File: src/rtl/ssio_pkg.sv
package ssio_pkg;
   localparam int MODE_W = 3;

   typedef struct packed {
      logic div_slow;
      logic msb_first;
      logic ext_clk;
   } ssio_mode_t;

   typedef struct packed {
      logic rise;
      logic fall;
   } ssio_edge_t;
endpackage

File: src/rtl/ssio_clk_sync.sv
module ssio_clk_sync
   import ssio_pkg::*;
#(
   parameter int STAGES = 2
) (
   input  logic       clk,
   input  logic       rst_n,
   input  logic       async_i,
   output logic       level_o,
   output ssio_edge_t edge_o
);
   logic [STAGES-1:0] chain_q;
   logic              last_q;

   initial begin : elab_chk
      assert (STAGES >= 2) else $error("STAGES must be at least 2");
   end

   always_ff @(posedge clk or negedge rst_n) begin
      if (!rst_n) begin
         chain_q <= '1;
         last_q  <= 1'b1;
      end else begin
         chain_q <= {chain_q[STAGES-2:0], async_i};
         last_q  <= chain_q[STAGES-1];
      end
   end

   assign level_o     = chain_q[STAGES-1];
   assign edge_o.rise = level_o & ~last_q;
   assign edge_o.fall = ~level_o & last_q;
endmodule

File: src/rtl/ssio_clkgen.sv
module ssio_clkgen #(
   parameter int DIV_FAST = 8,
   parameter int DIV_SLOW = 32
) (
   input  logic clk,
   input  logic rst_n,
   input  logic run_i,
   input  logic restart_i,
   input  logic slow_i,
   output logic sclk_o,
   output logic fall_o,
   output logic rise_o
);
   localparam int HALF_FAST = DIV_FAST / 2;
   localparam int HALF_SLOW = DIV_SLOW / 2;
   localparam int HALF_MAX  = (HALF_FAST > HALF_SLOW) ? HALF_FAST : HALF_SLOW;
   localparam int CNT_W     = $clog2(HALF_MAX + 1);

   logic [CNT_W-1:0] div_q;
   logic [CNT_W-1:0] half_m1;
   logic             sclk_q;
   logic             terminal;

   initial begin : elab_chk
      assert (DIV_FAST >= 4 && DIV_FAST % 2 == 0) else $error("DIV_FAST must be even and >= 4");
      assert (DIV_SLOW >= 4 && DIV_SLOW % 2 == 0) else $error("DIV_SLOW must be even and >= 4");
   end

   generate
      if (DIV_FAST == DIV_SLOW) begin : g_single
         assign half_m1 = CNT_W'(HALF_FAST - 1);
      end else begin : g_dual
         assign half_m1 = slow_i ? CNT_W'(HALF_SLOW - 1) : CNT_W'(HALF_FAST - 1);
      end
   endgenerate

   assign terminal = run_i && (div_q == half_m1);
   assign fall_o   = terminal && sclk_q;
   assign rise_o   = terminal && !sclk_q;
   assign sclk_o   = sclk_q;

   always_ff @(posedge clk or negedge rst_n) begin
      if (!rst_n) begin
         div_q  <= '0;
         sclk_q <= 1'b1;
      end else if (restart_i || !run_i) begin
         div_q  <= '0;
         sclk_q <= 1'b1;
      end else if (terminal) begin
         div_q  <= '0;
         sclk_q <= ~sclk_q;
      end else begin
         div_q  <= div_q + 1'b1;
      end
   end

   AST_CLK_IDLE_HIGH: assert property (@(posedge clk) disable iff (!rst_n)
      !run_i |=> sclk_o) else $error("clock not parked high");
   AST_TICK_NEEDS_RUN: assert property (@(posedge clk) disable iff (!rst_n)
      (rise_o || fall_o) |=> ($past(sclk_o) != sclk_o) || $past(restart_i)) else $error("tick without toggle");
endmodule

File: src/rtl/ssio_shifter.sv
module ssio_shifter #(
   parameter int W = 8
) (
   input  logic         clk,
   input  logic         rst_n,
   input  logic         load_i,
   input  logic [W-1:0] load_data_i,
   input  logic         shift_i,
   input  logic         msb_first_i,
   input  logic         sin_i,
   output logic [W-1:0] data_o,
   output logic         out_bit_o
);
   logic [W-1:0] q;
   logic [W-1:0] shifted;

   initial begin : elab_chk
      assert (W >= 3) else $error("W must be at least 3");
   end

   assign shifted   = msb_first_i ? {q[W-2:0], sin_i} : {sin_i, q[W-1:1]};
   assign out_bit_o = msb_first_i ? q[W-1] : q[0];
   assign data_o    = q;

   always_ff @(posedge clk or negedge rst_n) begin
      if (!rst_n)       q <= '0;
      else if (load_i)  q <= load_data_i;
      else if (shift_i) q <= shifted;
   end

   AST_SHIFT_LSB: assert property (@(posedge clk) disable iff (!rst_n)
      (shift_i && !load_i && !msb_first_i) |=> (data_o[W-2:0] == $past(data_o[W-1:1]))) else $error("lsb shift");
   AST_SHIFT_MSB: assert property (@(posedge clk) disable iff (!rst_n)
      (shift_i && !load_i && msb_first_i) |=> (data_o[W-1:1] == $past(data_o[W-2:0]))) else $error("msb shift");
endmodule

File: src/rtl/sync_serial_port.sv
module sync_serial_port
   import ssio_pkg::*;
#(
   parameter int DATA_W      = 8,
   parameter int DIV_FAST    = 8,
   parameter int DIV_SLOW    = 32,
   parameter int SYNC_STAGES = 2
) (
   input  logic              clk,
   input  logic              rst_n,
   input  logic              data_wr_i,
   input  logic              mode_wr_i,
   input  logic              irq_clr_i,
   input  logic [DATA_W-1:0] wdata_i,
   output logic [DATA_W-1:0] rdata_o,
   output logic              irq_o,
   input  logic              sclk_i,
   output logic              sclk_o,
   output logic              sclk_oe_o,
   input  logic              sin_i,
   output logic              sout_o,
   output logic              sout_oe_o,
   output logic              srdy_o
);
   localparam int CNT_W = $clog2(DATA_W);

   ssio_mode_t       mode_q;
   ssio_edge_t       ext_edge;
   logic             ext_lvl;
   logic             ext;
   logic             int_sclk, int_fall, int_rise;
   logic             rise_evt, fall_evt;
   logic             busy_q;
   logic [CNT_W-1:0] cnt_q;
   logic             srdy_q, irq_q, sout_q, oe_q;
   logic             arm, shift_en, last_bit, out_bit;

   initial begin : elab_chk
      assert (DATA_W >= MODE_W) else $error("DATA_W too small for mode word");
   end

   assign ext = mode_q.ext_clk;

   ssio_clk_sync #(.STAGES(SYNC_STAGES)) u_sync (
      .clk(clk), .rst_n(rst_n), .async_i(sclk_i),
      .level_o(ext_lvl), .edge_o(ext_edge));

   ssio_clkgen #(.DIV_FAST(DIV_FAST), .DIV_SLOW(DIV_SLOW)) u_clkgen (
      .clk(clk), .rst_n(rst_n), .run_i(busy_q && !ext),
      .restart_i(data_wr_i && !ext), .slow_i(mode_q.div_slow),
      .sclk_o(int_sclk), .fall_o(int_fall), .rise_o(int_rise));

   assign rise_evt = (ext ? ext_edge.rise : int_rise) && !data_wr_i;
   assign fall_evt = (ext ? ext_edge.fall : int_fall) && !data_wr_i;
   assign arm      = data_wr_i && (!ext || ext_lvl);
   assign shift_en = rise_evt && (ext || busy_q);
   assign last_bit = rise_evt && busy_q && (cnt_q == '0);

   ssio_shifter #(.W(DATA_W)) u_shift (
      .clk(clk), .rst_n(rst_n), .load_i(data_wr_i), .load_data_i(wdata_i),
      .shift_i(shift_en), .msb_first_i(mode_q.msb_first), .sin_i(sin_i),
      .data_o(rdata_o), .out_bit_o(out_bit));

   always_ff @(posedge clk or negedge rst_n) begin
      if (!rst_n) mode_q <= '0;
      else if (mode_wr_i) mode_q <= ssio_mode_t'(wdata_i[MODE_W-1:0]);
   end

   always_ff @(posedge clk or negedge rst_n) begin
      if (!rst_n) begin
         busy_q <= 1'b0;
         cnt_q  <= '0;
      end else if (arm) begin
         busy_q <= 1'b1;
         cnt_q  <= CNT_W'(DATA_W - 1);
      end else if (rise_evt && busy_q) begin
         if (cnt_q == '0) busy_q <= 1'b0;
         else             cnt_q  <= cnt_q - 1'b1;
      end
   end

   always_ff @(posedge clk or negedge rst_n) begin
      if (!rst_n) begin
         srdy_q <= 1'b1;
         irq_q  <= 1'b0;
         sout_q <= 1'b1;
         oe_q   <= 1'b0;
      end else begin
         if (data_wr_i)     srdy_q <= 1'b0;
         else if (fall_evt) srdy_q <= 1'b1;

         if (last_bit)       irq_q <= 1'b1;
         else if (irq_clr_i) irq_q <= 1'b0;

         if (fall_evt) begin
            sout_q <= out_bit;
            oe_q   <= 1'b1;
         end else if (last_bit && !ext) begin
            oe_q   <= 1'b0;
         end else if (mode_wr_i && !wdata_i[0] && !busy_q) begin
            oe_q   <= 1'b0;
         end
      end
   end

   assign srdy_o    = srdy_q | data_wr_i;
   assign irq_o     = irq_q;
   assign sout_o    = sout_q;
   assign sout_oe_o = oe_q;
   assign sclk_o    = int_sclk;
   assign sclk_oe_o = ~ext;

   AST_SRDY_FALL_ON_WRITE: assert property (@(posedge clk) disable iff (!rst_n)
      $fell(srdy_o) |-> $past(data_wr_i)) else $error("srdy fell without write");
   AST_IRQ_AT_END: assert property (@(posedge clk) disable iff (!rst_n)
      $rose(irq_o) |-> (!busy_q || $past(data_wr_i))) else $error("irq during transfer");
   AST_SOUT_HIZ_IDLE: assert property (@(posedge clk) disable iff (!rst_n)
      (!ext && !busy_q) |-> !sout_oe_o) else $error("sout driven while idle");
   AST_NO_STRAY_SHIFT: assert property (@(posedge clk) disable iff (!rst_n)
      (!ext && !busy_q && !data_wr_i && !mode_wr_i) |=> $stable(rdata_o)) else $error("idle shift");
endmodule

File: config.mk
export PLATFORM = sky130hd
export DESIGN_NAME = sync_serial_port
export DESIGN_NICKNAME = d
export VERILOG_FILES = /design/src/rtl/ssio_pkg.sv /design/src/rtl/ssio_clk_sync.sv /design/src/rtl/ssio_clkgen.sv /design/src/rtl/ssio_shifter.sv /design/src/rtl/sync_serial_port.sv
export SDC_FILE = /design/constraint.sdc
export NUM_CORES = 1
export LEC_CHECK = 0
export ABC_AREA = 0
export BUFFER_PORTS_ARGS = -buffer_cell sky130_fd_sc_hd__buf_4
export CORE_ASPECT_RATIO = 1.2
export CORE_UTILIZATION = 50
export DETAILED_ROUTE_END_ITERATION = 10
export GPL_TIMING_DRIVEN = 0
export HOLD_SLACK_MARGIN = 0.15
export PLACE_DENSITY = 0.74
export SKIP_CTS_REPAIR_TIMING = 1
export SLEW_MARGIN = 25
export SYNTH_ARGS = -nofsm -noshare
export SYNTH_HDL_FRONTEND = slang
export SYNTH_SLANG_ARGS = --single-unit
File: constraint.sdc
create_clock -name clk -period 2.11 [get_ports clk]
set_input_delay 0.1055 -clock clk [delete_from_list [all_inputs] [get_ports clk]]
set_output_delay 0.1055 -clock clk [all_outputs]
set_load 0.01 [all_outputs]
# After elaboration in Yosys (flattened, before gate mapping)
# Index checks and enable logic that the tools add are counted.
[totals]
regBits = 28
in_bits = 15
[op_classes]
add_sub_neg = 2
eq_ne = 2
n_mux = 24
bitwise = 7
reduce_logical = 33
[op_table]
columns = ["cell", "count"]
rows = [
  ["$mux 8", 3],
  ["$mux 1", 15],
  ["$logic_and 1x1->1", 14],
  ["$reduce_bool 2->1", 6],
  ["$mux 5", 2],
  ["$mux 3", 3],
  ["$logic_not 1->1", 6],
  ["$add 5x1->5 const B", 1],
  ["$eq 5x5->1", 1],
  ["$mux 4", 1],
  ["$not 1->1", 4],
  ["$reduce_and 2->1", 2],
  ["$logic_not 3->1", 1],
  ["$logic_or 1x1->1", 3],
  ["$reduce_bool 3->1", 1],
  ["$sub 3x1->3 const B", 1],
  ["$and 1x1->1", 2],
  ["$ne 2x2->1 const B", 1],
  ["$or 1x1->1", 1],
]

# Depth between registers and ports, before layout
# Gate-level depths: netlist of the first run.
[depth]
depth_word = 11
depth_mapped = 7
mapped_depth_nobuf = 7

# Modules after synthesis
# From an unflattened synthesis of the first run, not the netlist that was laid out.
[unflattened]
hier_cells = 132
hier_area_um2 = 1480.2
[modules_own_cells]
columns = ["mod", "n_inst", "cells_per_inst", "area_each_um2"]
rows = [
  ["sync_serial_port", 1, 54, 586.8],
  ["ssio_shifter", 1, 45, 489.2],
  ["ssio_clkgen", 1, 28, 310.3],
  ["ssio_clk_sync", 1, 5, 93.8],
]

# Least setup slack after synthesis of the first run
# Ideal clock, no wire load.
[synth_timing]
path_type = "register -> register"
from = "reg u_clkgen.div_q[2]"
to = "reg cnt_q[2]"
setup_time_ps = 69
arrival_time_ps = 1643
required_ps = 2041
path_slack_ps = 398
stages_incl_launch_ff = 6
period_less_slack_ps = 1712
path_cell_list = "dfrtp_1 > or3_4 > a21oi_4 > a21oi_4 > or4_1 > nand3_1"
[synth_between]
elab_chain_cells = 8
[synth_lines]
columns = ["item", "line_no", "text"]
rows = [
  ["from (decl)", "ssio_clkgen.sv:19", "logic [CNT_W-1:0] div_q;"],
  ["from (signal assigned)", "ssio_clkgen.sv:53", "div_q <= div_q + 1'b1;"],
  ["$eq 5x5->1", "ssio_clkgen.sv:37", "assign terminal = run_i && (div_q == half_m1);"],
  ["$logic_and 1x1->1", "ssio_clkgen.sv:37", ""],
  ["$logic_and 1x1->1", "ssio_clkgen.sv:39", "assign rise_o = terminal && !sclk_q;"],
  ["$mux 1", "sync_serial_port.sv:53", "assign rise_evt = (ext ? ext_edge.rise : int_rise) && !data_wr_i;"],
  ["$logic_and 1x1->1", "sync_serial_port.sv:53", ""],
  ["$logic_and 1x1->1", "sync_serial_port.sv:76", "end else if (rise_evt && busy_q) begin"],
  ["$reduce_bool 2->1 (no line)", "n/a", ""],
  ["$reduce_and 2->1 (no line)", "n/a", ""],
  ["to (signal assigned)", "sync_serial_port.sv:75", "cnt_q <= CNT_W'(DATA_W - 1);"],
  ["to (signal assigned)", "sync_serial_port.sv:78", "else cnt_q <= cnt_q - 1'b1;"],
  ["to (decl)", "sync_serial_port.sv:34", "logic [CNT_W-1:0] cnt_q;"],
]
# No other way between the ends.
# A chain may end at the register's enable or synchronous reset.

# Worst setup path after layout of the first run
[layout_timing]
from = "reg u_clkgen.div_q[0]"
to = "reg u_shift.q[4] (netlist: u_shift.data_o[4])"
[layout_between]
elab_chain_cells = 7
[layout_lines]
columns = ["item", "line_no", "text"]
rows = [
  ["$eq 5x5->1", "ssio_clkgen.sv:37", ""],
  ["$logic_and 1x1->1", "ssio_clkgen.sv:37", ""],
  ["$logic_and 1x1->1", "ssio_clkgen.sv:39", ""],
  ["$mux 1", "sync_serial_port.sv:53", ""],
  ["$logic_and 1x1->1", "sync_serial_port.sv:53", ""],
  ["$logic_and 1x1->1", "sync_serial_port.sv:56", "assign shift_en = rise_evt && (ext || busy_q);"],
  ["$reduce_bool 2->1 (no line)", "n/a", ""],
  ["to (signal assigned)", "ssio_shifter.sv:27", "else if (load_i) q <= load_data_i;"],
  ["to (signal assigned)", "ssio_shifter.sv:28", "else if (shift_i) q <= shifted;"],
  ["to (decl)", "ssio_shifter.sv:14", "logic [W-1:0] q;"],
]
# No other way between the ends.

==> key figures, run 1 <==
Clock network
  • Root Driver: clkbuf_4
  • CTS Buffer Depth: 2
  • # clock sinks: 28
  • CTS buffer count: 3
  • Clock slew at reported path FFs: 140 ps
  • H-tree Lvls: 1
  • CTS tree: built
  • Worst-Skew Late Latency: 330 ps

Min path
  • Hold path depth: 4
  • WHS Endpoint: u_shift.data_o[0]$_DFFE_PN0P_
  • Hold WC Path Type: in -> reg
  • Hold Startpoint: sin_i

Synth
  • Synthesized area per cell: 10.4 um^2
  • Yosys warns: 0
  • Mapped Nets: 152
  • Mapped Cells: 134
  • Number of synthesized register bits: 28
  • Netlist cell types: 26
  • Sequential area share after synthesis: 50.8%
  • Mapped Area: 0.00140 mm^2

Pwr
  • Pwr Density: 610 mW/mm^2
  • Peak supply drop: 429 uV
  • Lkg Pwr: 0.856 nW

STA
  • Achievable clock frequency: 0.541 GHz
  • PnR worst setup slack: 261 ps
  • Least-Margin Pin Slew: 537 ps
  • Setup Skew: 5.24 ps
  • WHS: 182 ps
  • Max-slew headroom: 64.2%
  • Total negative slack: 0 ps
  • Fin crit share: 87.6%
  • Count of final setup violators: 0
  • Fin. max-slew vios: 0
  • RSZ-0062 raised after global routing: false
  • Final worst path period need: 1850 ps
  • Final Hold Fails: 0

Detailed routing
  • Wire per inst: 13.7 um
  • Routed WL: 2920 um
  • Pre-antenna DRT Iters: 4
  • Drt via density: 5.15
  • Post-route antenna net violation count: 0
  • DRT iter0 DRCs: 21
  • Via count: 1096
  • DRC Markers: 0

Floorplan
  • Die ar.: 0.00301 mm^2
  • Die Span X: 50.2 um
  • Starting density of the core: 53.6%
  • Die Ht: 59.9 um
  • # IOs: 29
  • Row cnt: 20
  • Core Footprint: 0.00260 mm^2

Worst setup path
  • RR Startpoint: u_clkgen.div_q[0]$_DFF_PN0_
  • Crit. End Element: register
  • CP max-delay cell: dfrtp_1
  • Worst EP arrival: 2060 ps
  • Worst Reg-to-Reg Cells: 7
  • CP max stage delay: 430 ps
  • R2R Path End: u_shift.data_o[4]$_DFFE_PN0P_
  • Crit path max-delay family: flip-flops
  • Crit path cell chain: ha_1, nand2b_1, a21oi_4, a21oi_4, buf_2, mux2i_1, o21ai_1
  • Critical path peak fanout: 10
  • Setup CP Type: reg -> reg
  • Critical path's most frequent cell: a21oi_4
  • Reg2reg setup slack: 260 ps
  • CP bufs+invs: 1
  • Worst EP required: 2330 ps
  • Startpoint Class: register

Final layout
  • Layout cell share with drive strength beyond 1: 30.0%
  • Fin nets: 199
  • Fillcell total: 216
  • Final Util: 70.0%
  • # diodes: 0
  • Design Area, Final: 0.00182 mm^2
  • Synth-to-layout area growth: 30.7%

Flow run
  • Max-cap violations: 0

Placement
  • Dpl hpwl: 2060 um
  • # port buffers: 28
  • Dpl cell area: 0.00165 mm^2
  • Place WS: 278 ps
  • GPL Wtd Cong: 0.774

Global routing
  • Initial antenna violation count: 0
  • Total grt overflow: 0
  • First-pass GRT wire length: 4690 um
  • Vias in the first global route: 1043
  • GRT Resource Usage Total: 21.2%
  • Largest net degree at the start of global routing: 29

Outcome
  • Status: finished, final reports clean
cell usage in the layout, fill, tap and decap left out, types with 2 or more instances in the layout:
cell           instances
a21oi_4                2
buf_4                 28
clkbuf_1               3
clkbuf_4               3
dfrtp_1               22
dfstp_2                6
dlygate4sd3_1         14
ha_1                   3
inv_1                  6
mux2_2                10
mux2i_1                9
nand2_1               19
nand2b_1               5
nand3_1                8
nor2_1                 9
o21ai_0                5
o21ai_1               12
or3_1                  2
xnor2_1                2
xor2_1                 2
how the worst max path moves through the flow:
stage,from,end,slack (ps),cells after the start
after floorplan,u_clkgen.div_q[2]$_DFF_PN0_,cnt_q[2]$_DFFE_PN0P_,400,5
after CTS,u_clkgen.div_q[0]$_DFF_PN0_,u_shift.data_o[4]$_DFFE_PN0P_,250,7
final,u_clkgen.div_q[0]$_DFF_PN0_,u_shift.data_o[4]$_DFFE_PN0P_,260,7
after global placement,u_clkgen.div_q[0]$_DFF_PN0_,u_shift.data_o[0]$_DFFE_PN0P_,310,7
after global routing,u_clkgen.div_q[0]$_DFF_PN0_,u_shift.data_o[3]$_DFFE_PN0P_,130,7
after detailed placement,u_clkgen.div_q[0]$_DFF_PN0_,u_shift.data_o[4]$_DFFE_PN0P_,280,7
flip-flops by register name (all words and copies together), names as in the netlist:
signal	flops
irq_o	1
cnt_q	3
u_sync.last_q	1
mode_q	2
u_sync.chain_q	2
sout_oe_o	1
u_clkgen.sclk_o	1
ext	1
srdy_q	1
busy_q	1
sout_o	1
u_clkgen.div_q	5
u_shift.data_o	8
layer usage:
layer	part of all wire [%]	GRT usage, %	vias to the layer above	wire length (um)
met5	0	0	-	0
met4	1.6	9.80	0	46
met3	2.3	3.05	5	66
met2	51	36.4	18	1500
met1	45	26.3	525	1310
li1	-	-	548	-
area by class of cell:
class | instances | area (um^2) | area share (%)
Sequential cell | 28 | 708 | 38.8
Multi-Input combinational cell | 96 | 648 | 35.6
Timing Repair Buffer | 42 | 350 | 19.2
Tap cell | 33 | 41.3 | 2.26
Clock buffer | 4 | 36.3 | 1.99
Inverter | 6 | 22.5 | 1.24
Buffer | 4 | 16.3 | 0.892
cell usage after synthesis:
| master | number | share of area [%] |
|---|---|---|
| nor2_1 | 9 | 2.4 |
| clkbuf_1 | 3 | 0.81 |
| xor2_1 | 2 | 1.3 |
| mux2_2 | 10 | 8.1 |
| xnor2_1 | 2 | 1.3 |
| or4_1 | 1 | 0.54 |
| buf_2 | 1 | 0.36 |
| dfrtp_1 | 22 | 39 |
| o32ai_1 | 1 | 0.63 |
| inv_1 | 6 | 1.6 |
| a31oi_1 | 1 | 0.45 |
| nor3b_2 | 1 | 0.90 |
| nor2b_1 | 1 | 0.45 |
| ha_1 | 3 | 2.7 |
| nor3b_1 | 1 | 0.54 |
| mux2i_1 | 9 | 6.5 |
| or3_1 | 2 | 0.90 |
| nand2_1 | 19 | 5.1 |
| o21ai_1 | 12 | 4.3 |
| nand3_1 | 8 | 2.9 |
| or3_4 | 1 | 0.81 |
| a21oi_4 | 2 | 2.3 |
| dfstp_2 | 6 | 11 |
| nand2b_1 | 5 | 2.2 |
| o21ai_0 | 5 | 1.8 |
| or2_2 | 1 | 0.45 |
cells by family (layout without fill, tap and decap cells):
family / count (synthesis) / in the layout / share of synthesized area, %
compound gates: 21 / 21 / 9.51
xor+xnor: 4 / 4 / 2.51
fa+ha+maj: 3 / 3 / 2.69
buf+inv: 10 / 56 / 2.78
flops: 28 / 28 / 50.8
mux: 19 / 19 / 14.5
simple gates: 49 / 49 / 17.2
power breakdown:
part	leakage (nW)	switching (mW)	total [mW]	internal, mW
Sequential	0.323	0.0314	0.614	0.583
Combinational	0.512	0.105	0.233	0.128
Clock	0.0210	0.159	0.265	0.106
Total	0.856	0.295	1.11	0.817
stage by stage:
stage	power (mW)	std cells
detailed placement	0.838	195
global route	1.17	213
CTS	1.10	199
floorplan	0.736	134
global placement	0.829	195
finish	1.11	213
worst register-to-register path, stage by stage (launching register included):
cell and delay [ps]:
dfrtp_1 430, ha_1 250, nand2b_1 130, a21oi_4 60, a21oi_4 250, buf_2 310, mux2i_1 230, o21ai_1 80
(Power assumes the default switching activity.)
==> inputs of run 2 (changes only) <==
Settings changed: CELL_PAD_IN_SITES_DETAIL_PLACEMENT set to 0, CELL_PAD_IN_SITES_GLOBAL_PLACEMENT set to 1, CORE_UTILIZATION 50 to 41, PLACE_DENSITY 0.74 to not set, PLACE_DENSITY_LB_ADDON set to 0.1.
==> run 2 against run 1 <==
Net effect: non-clock buffer count did not move; core utilization down 12 points; clock-buffer cell count stayed put; highest routed layer unchanged; total power about the same; first-iteration DRC count down 57%; combinational power is essentially flat; clock skew grew 8.4 ps; clock power is essentially flat; cell count up 1.4%; final area is 0.21% higher.
==> key figures, run 2 (same netlist as run 1, synthesis figures left out) <==
Detailed routing
  • Post-route antenna net violation count: 0 (unchanged)
  • DRT iter0 DRCs: 9 (-57%)
  • Routed WL: 2950 um (+1.1%)
  • Via count: 1106 (+0.91%)
  • DRC Markers: 0 (unchanged)
  • Wire per inst: 13.6 um (-0.31%)
  • Drt via density: 5.12 (-0.49%)
  • Pre-antenna DRT Iters: 4 (unchanged)

Worst setup path
  • Worst Reg-to-Reg Cells: 7 (unchanged)
  • Worst EP arrival: 2100 ps (+40 ps)
  • RR Startpoint: u_clkgen.div_q[0]$_DFF_PN0_
  • Crit. End Element: register
  • R2R Path End: u_shift.data_o[4]$_DFFE_PN0P_
  • Startpoint Class: register
  • Critical path endpoint: u_shift.data_o[4]$_DFFE_PN0P_
  • Reg2reg setup slack: 230 ps (-30 ps)
  • Origin of the worst setup path: u_clkgen.div_q[0]$_DFF_PN0_
  • Critical path peak fanout: 10 (unchanged)
  • Worst EP required: 2320 ps (about the same)
  • Setup CP Type: reg -> reg

Outcome
  • Status: finished, final reports clean

Final layout
  • Largest register FFs: 8 (unchanged)
  • # diodes: 0 (unchanged)
  • Most common library cell in the layout ignoring fill and taps: buf_4
  • Leading cell types in the layout, fill and taps excluded: buf_4, dfrtp_1, nand2_1, dlygate4sd3_1, o21ai_1
  • Fin nets: 199 (unchanged)
  • Layout cell share with drive strength beyond 1: 30.0% (unchanged)
  • Synth-to-layout area growth: 30.9%

Floorplan
  • Core Footprint: 0.00314 mm^2 (+21%)
  • # IOs: 29 (unchanged)
  • Die Ht: 65.9 um (+10%)
  • Die ar.: 0.00364 mm^2 (+21%)
  • Die Span X: 55.3 um (+10%)
  • Starting density of the core: 44.5% (-9.1 points)
  • Row cnt: 22 (+10%)

Pwr
  • Peak supply drop: 406 uV (-5.4%)
  • Lkg Pwr: 0.856 nW (unchanged)
  • Pwr Density: 609 mW/mm^2 (-0.13%)

Global routing
  • Total grt overflow: 0 (unchanged)
  • First-pass GRT wire length: 4870 um (+4.0%)
  • Largest net degree at the start of global routing: 29 (unchanged)
  • GRT Resource Usage Total: 16.9% (-4.4 points)
  • Initial antenna violation count: 0 (unchanged)
  • Vias in the first global route: 1054 (+1.1%)

STA
  • RSZ-0062 raised after global routing: false
  • Achievable clock frequency: 0.531 GHz (-1.8%)
  • PnR worst setup slack: 227 ps (-33.3 ps)
  • Fin. max-slew vios: 0 (unchanged)
  • Setup Skew: 13.6 ps (+8.37 ps)
  • Least-Margin Pin Slew: 525 ps (-12.3 ps)
  • Final Hold Fails: 0 (unchanged)
  • Total negative slack: 0 ps (unchanged)
  • Count of final setup violators: 0 (unchanged)
  • Max-slew headroom: 65.0% (+0.82 points)
  • Fin crit share: 89.2% (+1.6 points)
  • Final worst path period need: 1880 ps (+33.3 ps)

Clock network
  • Root Driver: clkbuf_4
  • Worst-Skew Late Latency: 340 ps (about the same)
  • CTS Buffer Depth: 2 (unchanged)
  • H-tree Lvls: 1 (unchanged)
  • CTS tree: built
  • # clock sinks: 28 (unchanged)
  • CTS buffer count: 3 (unchanged)
  • Clock slew at reported path FFs: 150 ps (about the same)

Min path
  • Hold WC Path Type: in -> async

Flow run
  • Max-cap violations: 0 (unchanged)

Placement
  • Place WS: 240 ps (-37.7 ps)
  • # port buffers: 28 (unchanged)
  • GPL Wtd Cong: 0.735 (-5.1%)
  • Dpl hpwl: 2040 um (-1.2%)
==> run 2: cell counts in the layout (fill, tap and decap cells not counted) <==
Identical to the previous run, type by type.
==> run 2: worst max-delay path: stages, from the launching register on <==
cell and delay (ps):
dfrtp_1 420, ha_1 250, nand2b_1 130, a21oi_4 60
a21oi_4 260, buf_2 340, mux2i_1 240, o21ai_1 70
==> run 2: routing by layer <==
metal,track usage (%),wire [um],vias up
li1,-,-,547
met1,21.8,1400,534
met2,28.8,1430,21
met3,2.15,81,4
met4,6.56,37,0
met5,0,0,-
==> run 2: cell type report <==
type                       instances  area, um^2
buffer                             4        16.3
clock buffer                       4        36.3
fill                             280        1310
inverter                           6        22.5
multi-input combinational         96         648
sequential                        28         708
tap                               36        45.0
timing repair buffer              42         350
==> run 2: how the worst min path moves through the flow <==
| stage | from | end |
|---|---|---|
| after floorplan | rst_n | busy_q$_DFFE_PN0P_ |
| after global placement | rst_n | cnt_q[0]$_DFFE_PN0P_ |
| after detailed placement | rst_n | cnt_q[0]$_DFFE_PN0P_ |
| after CTS | rst_n | cnt_q[0]$_DFFE_PN0P_ |
| after global routing | sin_i | u_shift.data_o[7]$_DFFE_PN0P_ |
| final | rst_n | cnt_q[1]$_DFFE_PN0P_ |
==> run 2: where the power goes <==
group	internal [mW]	total, mW	leakage (nW)	switching [mW]
logic	0.128	0.233	0.512	0.105
clock network	0.106	0.265	0.0210	0.159
registers	0.583	0.615	0.323	0.0328
==> run 2: metrics by stage <==
step | power, mW | instance area (um^2) | hold slack [ps] | instances | util (%)
after floorplan | 0.736 | 1400 | -190 | 134 | -
after global placement | 0.833 | 1650 | 44.3 | 198 | 52.6
after detailed placement | 0.840 | 1650 | 45.1 | 198 | 52.6
after CTS | 1.10 | 1690 | -333 | 202 | 53.7
after global routing | 1.17 | 1830 | 205 | 216 | 58.2
final | 1.11 | 1830 | 193 | 216 | 58.2
==> inputs of run 3 (changes only) <==
Settings changed: ABC_AREA 0 to 1, BUFFER_PORTS_ARGS -buffer_cell sky130_fd_sc_hd__buf_4 to not set, CORE_UTILIZATION 41 to 45, DONT_BUFFER_PORTS set to 1.
==> run 3 against run 2 <==
Net effect: first-iteration DRC count increased by 67%; hold slack got worse by 26 ps; sequential share of layout area up 1.9 points; die area decreased by 3.6%; cell count rose by 9.3%; global-route usage grew 2.1 points; combinational power rose by 52%; wire length increased by 1.5%; worst setup slack worse by 110 ps; clock skew shrank 8.5 ps; critical path type unchanged; critical endpoint is now u_shift.data_o[0]$_DFFE_PN0P_.
==> key figures, run 3 <==
Detailed routing
  • Post-route antenna net violation count: 0 (unchanged)
  • M1 WL: 1210 um (-14%)
  • DRT iter0 DRCs: 15 (+6)
  • Top Metal Used: met4
  • Drt via density: 5.03 (-1.7%)
  • DRC Markers: 0 (unchanged)
  • Met3 routed WL: 119 um (+47%)
  • Met2 WL: 1610 um (+13%)
  • Wire per inst: 12.7 um (-7.1%)
  • Via count: 1188 (+7.4%)
  • Routed WL: 2990 um (+1.5%)
  • Pre-antenna DRT Iters: 4 (unchanged)

Synth
  • Number of synthesized register bits: 28 (unchanged)
  • Leading area contributor after synthesis: dfrtp_1
  • Yosys warns: 0 (unchanged)
  • Largest cells by area after synthesis: dfrtp_1, nand2_1, dfstp_2
  • Synth cell count leaders: nand2_1, dfrtp_1, inv_1
  • Synthesized area per cell: 8.19 um^2 (-21%)
  • Sequential area share after synthesis: 48.0% (-2.7 points)
  • Mapped Cells: 180 (+34%)
  • Async SR Flop Fraction: 100% (unchanged)
  • Most common cell in the netlist: nand2_1
  • Commonest register cell after synthesis: dfrtp_1
  • Mapped Area: 0.00147 mm^2 (+5.7%)
  • Netlist cell types: 26 (unchanged)
  • Mapped Nets: 198 (+30%)
  • Post-synth EDFFs: 0 (unchanged)
  • Top-area cell type share of the netlist area: 37.4% (-2.1 points)

Pwr
  • Final Power: 1.41 mW (+27%)
  • Peak supply drop: 582 uV (+43%)
  • Lkg Pwr: 0.869 nW (+1.5%)
  • Pwr Density: 812 mW/mm^2 (+33%)

Placement
  • Dpl cell area: 0.00152 mm^2 (-8.0%)
  • Dpl hpwl: 2190 um (+7.6%)
  • Dpl cells: 216 (+9.1%)
  • Place WS: 646 ps (+406 ps)
  • # port buffers: 0 (-100%)
  • GPL Wtd Cong: 0.792 (+7.8%)

Clock network
  • CTS Buffer Depth: 2 (unchanged)
  • # clock sinks: 28 (unchanged)
  • CTS buffer count: 3 (unchanged)
  • Worst-Skew Late Latency: 330 ps (about the same)
  • H-tree Lvls: 1 (unchanged)
  • Clock slew at reported path FFs: 160 ps (about the same)
  • CTS tree: built
  • Root Driver: clkbuf_4

STA
  • WHS: 167 ps (-26.5 ps)
  • Final worst path period need: 1990 ps (+111 ps)
  • Max-slew headroom: 71.2% (+6.2 points)
  • Fin. max-slew vios: 0 (unchanged)
  • Count of final setup violators: 0 (unchanged)
  • Fin crit share: 94.5% (+5.3 points)
  • PnR worst setup slack: 116 ps (-111 ps)
  • Least-Margin Pin Slew: 432 ps (-92.5 ps)
  • Setup Skew: 5.11 ps (-8.51 ps)
  • Total negative slack: 0 ps (unchanged)
  • Final Hold Fails: 0 (unchanged)
  • Achievable clock frequency: 0.502 GHz (-5.6%)

Worst setup path
  • Worst EP arrival: 2230 ps (+130 ps)
  • Critical path peak fanout: 5 (-5)
  • Crit. End Element: register
  • Startpoint Class: register
  • Worst EP required: 2340 ps (+20 ps)
  • Setup CP Type: reg -> reg

Floorplan
  • Die Ht: 64.7 um (-1.8%)
  • Row cnt: 22 (unchanged)
  • # IOs: 29 (unchanged)
  • Die Span X: 54.2 um (-1.8%)
  • Die ar.: 0.00351 mm^2 (-3.6%)
  • Core Footprint: 0.00308 mm^2 (-1.8%)
  • Starting density of the core: 47.8% (+3.4 points)

Final layout
  • Largest register FFs: 8 (unchanged)
  • Most common library cell in the layout ignoring fill and taps: nand2_1
  • Layout cell share with drive strength beyond 1: 18.0% (-12 points)
  • Leading cell types in the layout, fill and taps excluded: nand2_1, inv_1, dfrtp_1, nand3_1
  • # diodes: 0 (unchanged)
  • Fin nets: 219 (+10%)
  • Final Util: 56.5% (-1.7 points)
  • Design Area, Final: 0.00174 mm^2 (-4.7%)
  • Synth-to-layout area growth: 18.2%
  • Cell Count, Final, Fillers Out: 236 (+9.3%)

Flow run
  • Max-cap violations: 0 (unchanged)

Global routing
  • GRT Resource Usage Total: 19.0% (+2.1 points)
  • Largest net degree at the start of global routing: 29 (unchanged)
  • First-pass GRT wire length: 4740 um (-2.7%)
  • Initial antenna violation count: 0 (unchanged)
  • Total grt overflow: 0 (unchanged)
  • Vias in the first global route: 1177 (+12%)

Min path
  • Hold WC Path Type: in -> reg

Outcome
  • Status: finished, final reports clean
==> run 3: changes by cell type after synthesis, sizes merged, moves of 3 or more <==
cell	previous run	this run
inv	6	25
mux2	10	0
mux2i	9	0
nand2	19	62
nand2b	5	0
nand3	8	19
o21ai	17	21
or3	3	0
==> run 3: power breakdown <==
part / total (mW) / switching (mW) / internal, mW
Sequential: 0.701 / 0.0772 / 0.624
Clock: 0.357 / 0.165 / 0.192
Combinational: 0.355 / 0.212 / 0.143
Total: 1.41 / 0.454 / 0.959
==> run 3: final cells by class <==
class | instances | area [um^2]
plain buffers | 3 | 20.0
clock buffers | 3 | 22.5
clock inverters | 1 | 30.0
fillers | 298 | 1340
inverters | 25 | 98.8
multi-input cells | 124 | 647
flip-flops and latches | 28 | 708
well taps | 36 | 45.0
repair buffers | 16 | 170
==> run 3: per-layer routing <==
| metal | track usage (%) | vias up |
|---|---|---|
| li1 | - | 606 |
| met1 | 19.2 | 555 |
| met2 | 35.4 | 23 |
| met3 | 2.82 | 4 |
| met4 | 9.29 | 0 |
| met5 | 0 | - |
==> run 3: final timing paths <==
kind,endpoint,startpoint,cells past startpoint,slack [ps]
worst max-delay path,u_shift.data_o[0]$_DFFE_PN0P_,u_clkgen.div_q[0]$_DFF_PN0_,10,120
worst min-delay path,u_shift.data_o[7]$_DFFE_PN0P_,sin_i,4,170
worst max register to register,u_shift.data_o[0]$_DFFE_PN0P_,u_clkgen.div_q[0]$_DFF_PN0_,10,120
worst min register to register,u_sync.chain_q[1]$_DFF_PN1_,u_sync.chain_q[0]$_DFF_PN1_,0,380
max in group asynchronous,u_sync.chain_q[1]$_DFF_PN1_,rst_n,2,1680
min in group asynchronous,u_shift.data_o[4]$_DFFE_PN0P_,rst_n,2,190
==> run 3: worst max-delay path: stages (launching register included) <==
cell,delay (ps)
dfrtp_1,430
ha_1,240
nand2_1,120
nor2_4,40
nand3_2,90
nand2_2,100
nand2_4,130
inv_2,50
nand2_1,60
nand3_1,70
dlygate4sd3_1,560
==> run 3: kinds of logic after synthesis <==
logic type,count (synthesis),synth area share (%)
buf+inv,28,8.06
compound gates,24,9.51
fa+ha+maj,3,2.55
flops,28,48.0
xor+xnor,3,1.78
simple gates,94,30.1
